===== src/rtl/nvm_pkg.sv =====
package nvm_pkg;

    localparam int BYTE_W = 8;

    typedef enum logic [1:0] {
        SEL_ADDR = 2'd0,
        SEL_DATA = 2'd1,
        SEL_CTRL = 2'd2,
        SEL_KEY  = 2'd3
    } reg_sel_e;

    localparam int B_LOAD    = 0;
    localparam int B_PROG    = 1;
    localparam int B_PROG_EN = 2;
    localparam int B_ABORT   = 3;
    localparam int B_DONE    = 4;

    localparam logic [BYTE_W-1:0] KEY_FIRST  = 8'h55;
    localparam logic [BYTE_W-1:0] KEY_SECOND = 8'hAA;

    typedef enum logic [1:0] {
        K_IDLE  = 2'd0,
        K_HALF  = 2'd1,
        K_ARMED = 2'd2
    } key_state_e;

    typedef struct packed {
        logic done;
        logic abort;
        logic prog_en;
        logic prog;
    } ctrl_view_t;

    function automatic logic [BYTE_W-1:0] pack_ctrl(ctrl_view_t c);
        return {3'b000, c.done, c.abort, c.prog_en, c.prog, 1'b0};
    endfunction

    function automatic key_state_e key_step(key_state_e cur, logic [BYTE_W-1:0] v);
        if (v == KEY_FIRST) begin
            return K_HALF;
        end
        if (v == KEY_SECOND && cur == K_HALF) begin
            return K_ARMED;
        end
        return K_IDLE;
    endfunction

endpackage


===== src/rtl/nvm_key_fsm.sv =====
module nvm_key_fsm
    import nvm_pkg::*;
(
    input  logic              clk,
    input  logic              rst,
    input  logic              bus_we,
    input  reg_sel_e          sel,
    input  logic [BYTE_W-1:0] wdata,
    output logic              armed
);
    key_state_e state_q;

    always_ff @(posedge clk) begin
        if (rst) begin
            state_q <= K_IDLE;
        end else if (bus_we) begin
            if (sel == SEL_KEY) begin
                state_q <= key_step(state_q, wdata);
            end else begin
                state_q <= K_IDLE;
            end
        end
    end

    assign armed = (state_q == K_ARMED);
endmodule


===== src/rtl/nvm_prog_timer.sv =====
module nvm_prog_timer #(
    parameter int CYCLES = 16
) (
    input  logic clk,
    input  logic rst,
    input  logic start,
    output logic busy,
    output logic finish
);
    localparam int CW = (CYCLES > 1) ? $clog2(CYCLES) : 1;

    logic [CW-1:0] cnt_q;

    always_ff @(posedge clk) begin
        if (rst) begin
            busy  <= 1'b0;
            cnt_q <= '0;
        end else if (start) begin
            busy  <= 1'b1;
            cnt_q <= CW'(CYCLES - 1);
        end else if (busy) begin
            if (cnt_q == '0) begin
                busy <= 1'b0;
            end else begin
                cnt_q <= cnt_q - CW'(1);
            end
        end
    end

    assign finish = busy && (cnt_q == '0);
endmodule


===== src/rtl/nvm_cell_array.sv =====
module nvm_cell_array
    import nvm_pkg::*;
#(
    parameter int ADDR_W = 6
) (
    input  logic              clk,
    input  logic              we,
    input  logic [ADDR_W-1:0] waddr,
    input  logic [BYTE_W-1:0] wdata,
    input  logic [ADDR_W-1:0] raddr,
    output logic [BYTE_W-1:0] rdata
);
    localparam int DEPTH = 1 << ADDR_W;

    logic [BYTE_W-1:0] cells [DEPTH];

    always_ff @(posedge clk) begin
        if (we) begin
            cells[waddr] <= wdata;
        end
    end

    assign rdata = cells[raddr];
endmodule


===== src/rtl/nvm_keyed_ctrl.sv =====
module nvm_keyed_ctrl
    import nvm_pkg::*;
#(
    parameter int ADDR_W      = 6,
    parameter int PROG_CYCLES = 16
) (
    input  logic       clk,
    input  logic       rst_por,
    input  logic       rst_warm,
    input  logic       bus_we,
    input  logic [1:0] bus_sel,
    input  logic [7:0] bus_wdata,
    output logic [7:0] bus_rdata,
    output logic       done_irq
);
    reg_sel_e          sel;
    logic              rst_any;
    logic              armed;
    logic              busy;
    logic              finish;
    logic              start;
    logic              load;
    logic              ctrl_wr;
    logic [ADDR_W-1:0] addr_q;
    logic [BYTE_W-1:0] data_q;
    logic [ADDR_W-1:0] prog_addr_q;
    logic [BYTE_W-1:0] prog_data_q;
    logic              prog_en_q;
    logic              abort_q;
    logic              done_q;
    logic [BYTE_W-1:0] cell_rd;
    logic              cell_we;
    ctrl_view_t        view;

    assign sel     = reg_sel_e'(bus_sel);
    assign rst_any = rst_por | rst_warm;
    assign ctrl_wr = bus_we && (sel == SEL_CTRL);
    assign start   = ctrl_wr && bus_wdata[B_PROG] && prog_en_q && armed && !busy;
    assign load    = ctrl_wr && bus_wdata[B_LOAD] && !busy && !start;
    assign cell_we = finish && !rst_any;

    nvm_key_fsm u_key (
        .clk    (clk),
        .rst    (rst_any),
        .bus_we (bus_we),
        .sel    (sel),
        .wdata  (bus_wdata),
        .armed  (armed)
    );

    nvm_prog_timer #(.CYCLES(PROG_CYCLES)) u_timer (
        .clk    (clk),
        .rst    (rst_any),
        .start  (start),
        .busy   (busy),
        .finish (finish)
    );

    nvm_cell_array #(.ADDR_W(ADDR_W)) u_cells (
        .clk   (clk),
        .we    (cell_we),
        .waddr (prog_addr_q),
        .wdata (prog_data_q),
        .raddr (addr_q),
        .rdata (cell_rd)
    );

    always_ff @(posedge clk) begin
        if (rst_por) begin
            addr_q      <= '0;
            data_q      <= '0;
            prog_addr_q <= '0;
            prog_data_q <= '0;
            prog_en_q   <= 1'b0;
            abort_q     <= 1'b0;
            done_q      <= 1'b0;
        end else if (rst_warm) begin
            if (busy) begin
                abort_q <= 1'b1;
            end
            prog_en_q <= 1'b0;
            done_q    <= 1'b0;
        end else begin
            if (bus_we && sel == SEL_ADDR) begin
                addr_q <= bus_wdata[ADDR_W-1:0];
            end
            if (bus_we && sel == SEL_DATA) begin
                data_q <= bus_wdata;
            end else if (load) begin
                data_q <= cell_rd;
            end
            if (ctrl_wr) begin
                prog_en_q <= bus_wdata[B_PROG_EN];
                if (!bus_wdata[B_ABORT]) begin
                    abort_q <= 1'b0;
                end
                if (!bus_wdata[B_DONE]) begin
                    done_q <= 1'b0;
                end
            end
            if (finish) begin
                done_q <= 1'b1;
            end
            if (start) begin
                prog_addr_q <= addr_q;
                prog_data_q <= data_q;
            end
        end
    end

    always_comb begin
        view.done    = done_q;
        view.abort   = abort_q;
        view.prog_en = prog_en_q;
        view.prog    = busy;
        case (sel)
            SEL_ADDR: bus_rdata = BYTE_W'(addr_q);
            SEL_DATA: bus_rdata = data_q;
            SEL_CTRL: bus_rdata = pack_ctrl(view);
            default:  bus_rdata = '0;
        endcase
    end

    assign done_irq = done_q;
endmodule


===== config.mk =====
export PLATFORM = sky130hd
export DESIGN_NAME = nvm_keyed_ctrl
export DESIGN_NICKNAME = d
export VERILOG_FILES = /design/src/rtl/nvm_pkg.sv /design/src/rtl/nvm_key_fsm.sv /design/src/rtl/nvm_prog_timer.sv /design/src/rtl/nvm_cell_array.sv /design/src/rtl/nvm_keyed_ctrl.sv
export SDC_FILE = /design/constraint.sdc
export NUM_CORES = 1
export LEC_CHECK = 0
export BUFFER_PORTS_ARGS = -buffer_cell sky130_fd_sc_hd__buf_2
export CORE_MARGIN = 2
export CORE_UTILIZATION = 27
export DETAILED_ROUTE_END_ITERATION = 10
export REMOVE_ABC_BUFFERS = 1
export SYNTH_ARGS = -nofsm -noshare
export SYNTH_HDL_FRONTEND = slang
export SYNTH_SLANG_ARGS = --single-unit

===== constraint.sdc =====
create_clock -name clk -period 3.7 [get_ports clk]
set_input_delay 0.37 -clock clk [delete_from_list [all_inputs] [get_ports clk]]
set_output_delay 0.37 -clock clk [all_outputs]
set_load 0.03 [all_outputs]

==> run_results.csv <==
group,metric,value,unit
clock_network,clk_path_buf_depth,3,
yosys,synth_top_family_by_area,"multiplexers",
clock_network,tritoncts.num_buffers,54,
clock_network,postCtsResizedCells,0,
placement,post-dp-hpwl,34340,um
yosys,synth_xor_area_share,0.1205,%
finish,area_growth_syn_to_layout,15.87,%
yosys,post-synth-top-area-fraction,70.49,%
worst_setup_path,critPathRequiredTime,3910,ps
sta,rsz0062_at_grt,"no",
yosys,most_repeated_cell_in_the_gate_level_netlist_after_synthesis,"sky130_fd_sc_hd__edfxtp_1",
clock_network,cts_setup_buffers,0,
yosys,netlist_area,21810,um2
die,ioPinCount,23,
finish,final_layout_size_suffix_gt1_share,24.64,%
worst_setup_path,timing.critical_path.to,"u_cells.cells[51][4]",
sta,report.final.slew_viol_count,0,
clock_network,cts.sink_count,556,
worst_setup_path,r2r-start,"u_timer.cnt_q[0]",
clock_network,cts-hold-fix-buffers,0,
placement,placed_area,23650,um2
yosys,synth-async-reset-ratio,0,%
clock_network,clk_root_buffer_cell,"sky130_fd_sc_hd__clkbuf_16",
worst_setup_path,r2r_slack,700,ps
yosys,synthTopCellsByCount,"sky130_fd_sc_hd__edfxtp_1, sky130_fd_sc_hd__nor2_1, sky130_fd_sc_hd__mux4_2",
die,floorplan.rows,104,
placement,place_worst_setup_slack,709.6,ps
detailed_routing,remaining_drcs,0,
worst_setup_path,cpMostUsedCell,"sky130_fd_sc_hd__nor2_1",
finish,antennaDiodeCount,0,
yosys,netlist-cell-type-count,54,
worst_setup_path,worstPathArrival,3210,ps
die,dieHeight,288.2,um
die,floorplan.die_area,83070,um2
yosys,synth_fa_ha_area_share,0.1147,%
placement,final_weighted_congestion_in_routability_driven_placement,0.8423,
detailed_routing,detail_route.wl_per_cell,22.48,um
sta,worst_slack,700.3,ps
detailed_routing,route.detailed.vias_per_inst,4.890,
grt,grt_overflow_total,0,
worst_setup_path,worstPathCellList,"inv_1, ha_1, nor3b_1, nand3_1, nor2_1, nand2_1, nor2_1",
placement,portBuffers,22,
worst_setup_path,critical_path_class,"reg -> reg",
grt,first_global_vias,11555,
worst_setup_path,critical_path.endpoint_type,"flip-flop",
yosys,synthesis.yosys.warnings,0,
worst_setup_path,critical_path.startpoint_type,"flip-flop",
finish,num-nets-final,1296,
sta,finalHoldViolCount,0,
sta,clock_skew,28.63,ps
sta,finalCriticalPeriod,3000,ps
die,initial_utilization,27.17,%
die,core,80290,um2
yosys,synth_simple_gate_area_share,5.111,%
yosys,syn_area_per_cell,18.58,um2
worst_setup_path,cpMaxStageDelayCell,"sky130_fd_sc_hd__nor2_1",
sta,post-route-period-util,81.07,%
power,power_density,478.0,nW/um2
clock_network,tritoncts,"done",
clock_network,clk_latency,610,ps
yosys,synthFlopType,"sky130_fd_sc_hd__edfxtp_1",
yosys,cell_type_with_the_highest_aggregate_area_in_the_netlist,"sky130_fd_sc_hd__edfxtp_1",
yosys,seq_cells_post_synth,556,
grt,maximum_number_of_pins_on_one_net_before_global_route_repair,66,
grt,grtUsageTotal,12.85,%
yosys,synth_compound_gate_area_share,4.239,%
worst_setup_path,cp_slowest_stage_delay,810,ps
yosys,postSynthCellCount,1174,
worst_setup_path,rr_worst_depth,7,
detailed_routing,detail-route-antenna-nets,0,
min_path,worst_hold_class,"in -> reg",
detailed_routing,dr_total_vias,11614,
finish,multi_input_area,5189,um2
detailed_routing,detailedRoute.firstIterationViolations,1310,
clock_network,h-tree-depth,2,
grt,antenna_found_initial,0,
finish,fill_cells,7658,
worst_setup_path,rr_endpoint,"u_cells.cells[51][4]",
sta,finalSetupViolations,0,
grt,grt_pass1_wl,79010,um
yosys,synth-seq-area-share,74.53,%
detailed_routing,drtPass1Iterations,5,
yosys,synth-edff-count,512,
yosys,synthTopCellsByArea,"sky130_fd_sc_hd__edfxtp_1, sky130_fd_sc_hd__mux4_2, sky130_fd_sc_hd__dfxtp_1",
worst_setup_path,worstPathMaxFanout,8,
sta,timing.setup.tns,0,ps
sta,fmax,333.4,MHz
die,die_x,288.2,um
worst_setup_path,startpoint,"u_timer.cnt_q[0]",
power,p_leak,7.646,nW
finish,post-route-cell-area,25270,um2
outcome,outcome,"completed",
finish,register_area,16280,um2
sta,max_slew.worst_pin.slew,1232,ps
detailed_routing,routed_wl,53380,um
clock_network,clk_pin_slew,60,ps
power,max-vdd-ir-drop,0.0003470,V
run,drv_cap,0,
sta,timing.max_slew.rel_slack,17.87,%
yosys,synthMuxAreaShare,14.20,%
==> registers in the layout, summed over array words and instances (netlist names), named ones only <==
signal         flops
u_timer.cnt_q      4
u_key.state_q      2
done_irq           1
u_timer.busy       1
prog_data_q        8
addr_q             6
prog_addr_q        6
prog_en_q          1
abort_q            1
data_q             8
u_cells.cells    512
==> kinds of logic (layout without fill, tap and decap cells) <==
kind of cell	count (synthesis)	in the layout
flops	556	556
simple gates	231	231
mux	179	179
compound gates	132	132
buf+inv	71	212
xor+xnor	3	3
fa+ha+maj	2	2
==> metrics by stage <==
step | cells | utilization (%) | hold slack, ps | total power [mW]
2_1_floorplan | 1111 | - | 437.5 | 6.998
3_3_place_gp | 2284 | 29.46 | 466.8 | 7.065
3_5_place_dp | 2284 | 29.46 | 471.9 | 7.066
4_1_cts | 2375 | 31.48 | 60.25 | 12.16
5_1_grt | 2375 | 31.48 | 111.7 | 12.42
6_report | 2375 | 31.48 | 94.26 | 12.08
==> worst min path at each step <==
stage / slack [ps] / startpoint / to / cells after the start
after global routing: 110 / rst_por / done_irq / 4
after detailed placement: 470 / addr_q[1] / prog_addr_q[1] / 2
after global placement: 470 / addr_q[5] / prog_addr_q[5] / 2
after CTS: 60 / rst_por / done_irq / 4
final: 90 / rst_por / done_irq / 4
after floorplan: 440 / addr_q[1] / prog_addr_q[1] / 2
==> power by group <==
group          switching (mW)  internal [mW]
Combinational          0.0964         0.0547
Clock                    2.23           2.92
Sequential             0.0218           6.76
Total                    2.35           9.73
==> worst max-delay path: cells and delay by family, from the launching register on <==
family,cells,cell delay (ps)
buffers and inverters,1,110
AND/OR/NAND/NOR,5,2010
flip-flops,1,310
adder cells (fa/ha/maj),1,170
==> cell usage in the layout (no fill, tap or decap), types with 7 or more instances in the layout <==
cell type	n
sky130_fd_sc_hd__a21oi_1	18
sky130_fd_sc_hd__nor2b_1	19
sky130_fd_sc_hd__dfxtp_2	8
sky130_fd_sc_hd__mux2_2	24
sky130_fd_sc_hd__clkbuf_16	56
sky130_fd_sc_hd__clkinv_2	7
sky130_fd_sc_hd__a2111oi_0	14
sky130_fd_sc_hd__edfxtp_1	512
sky130_fd_sc_hd__a211oi_1	14
sky130_fd_sc_hd__buf_2	22
sky130_fd_sc_hd__clkinv_1	9
sky130_fd_sc_hd__nand2b_1	9
sky130_fd_sc_hd__dfxtp_1	33
sky130_fd_sc_hd__clkbuf_1	14
sky130_fd_sc_hd__nand3b_1	7
sky130_fd_sc_hd__nand2_1	43
sky130_fd_sc_hd__o22ai_1	19
sky130_fd_sc_hd__nor2_1	103
sky130_fd_sc_hd__o221ai_1	10
sky130_fd_sc_hd__inv_1	8
sky130_fd_sc_hd__nand4_1	7
sky130_fd_sc_hd__a22oi_1	17
sky130_fd_sc_hd__o21ai_0	18
sky130_fd_sc_hd__mux4_2	102
sky130_fd_sc_hd__buf_4	88
sky130_fd_sc_hd__nand3_1	13
sky130_fd_sc_hd__mux2i_1	53
==> metal layers <==
layer,GRT usage [%],wire [um],up-vias
met5,0,0,-
met4,3.497,1371,0
met3,2.488,3174,98
met2,20.78,25590,428
met1,17.68,23250,6113
li1,-,-,4975
==> final cells by class <==
type | instances | share of cell area, %
Clock buffer | 72 | 5.862
Clock inverter | 19 | 0.5446
Inverter | 8 | 0.1188
Multi-Input combinational cell | 547 | 20.53
Sequential cell | 556 | 64.41
Tap cell | 1060 | 5.248
Timing Repair Buffer | 113 | 3.287
Power figures use the tool's default switching activity.
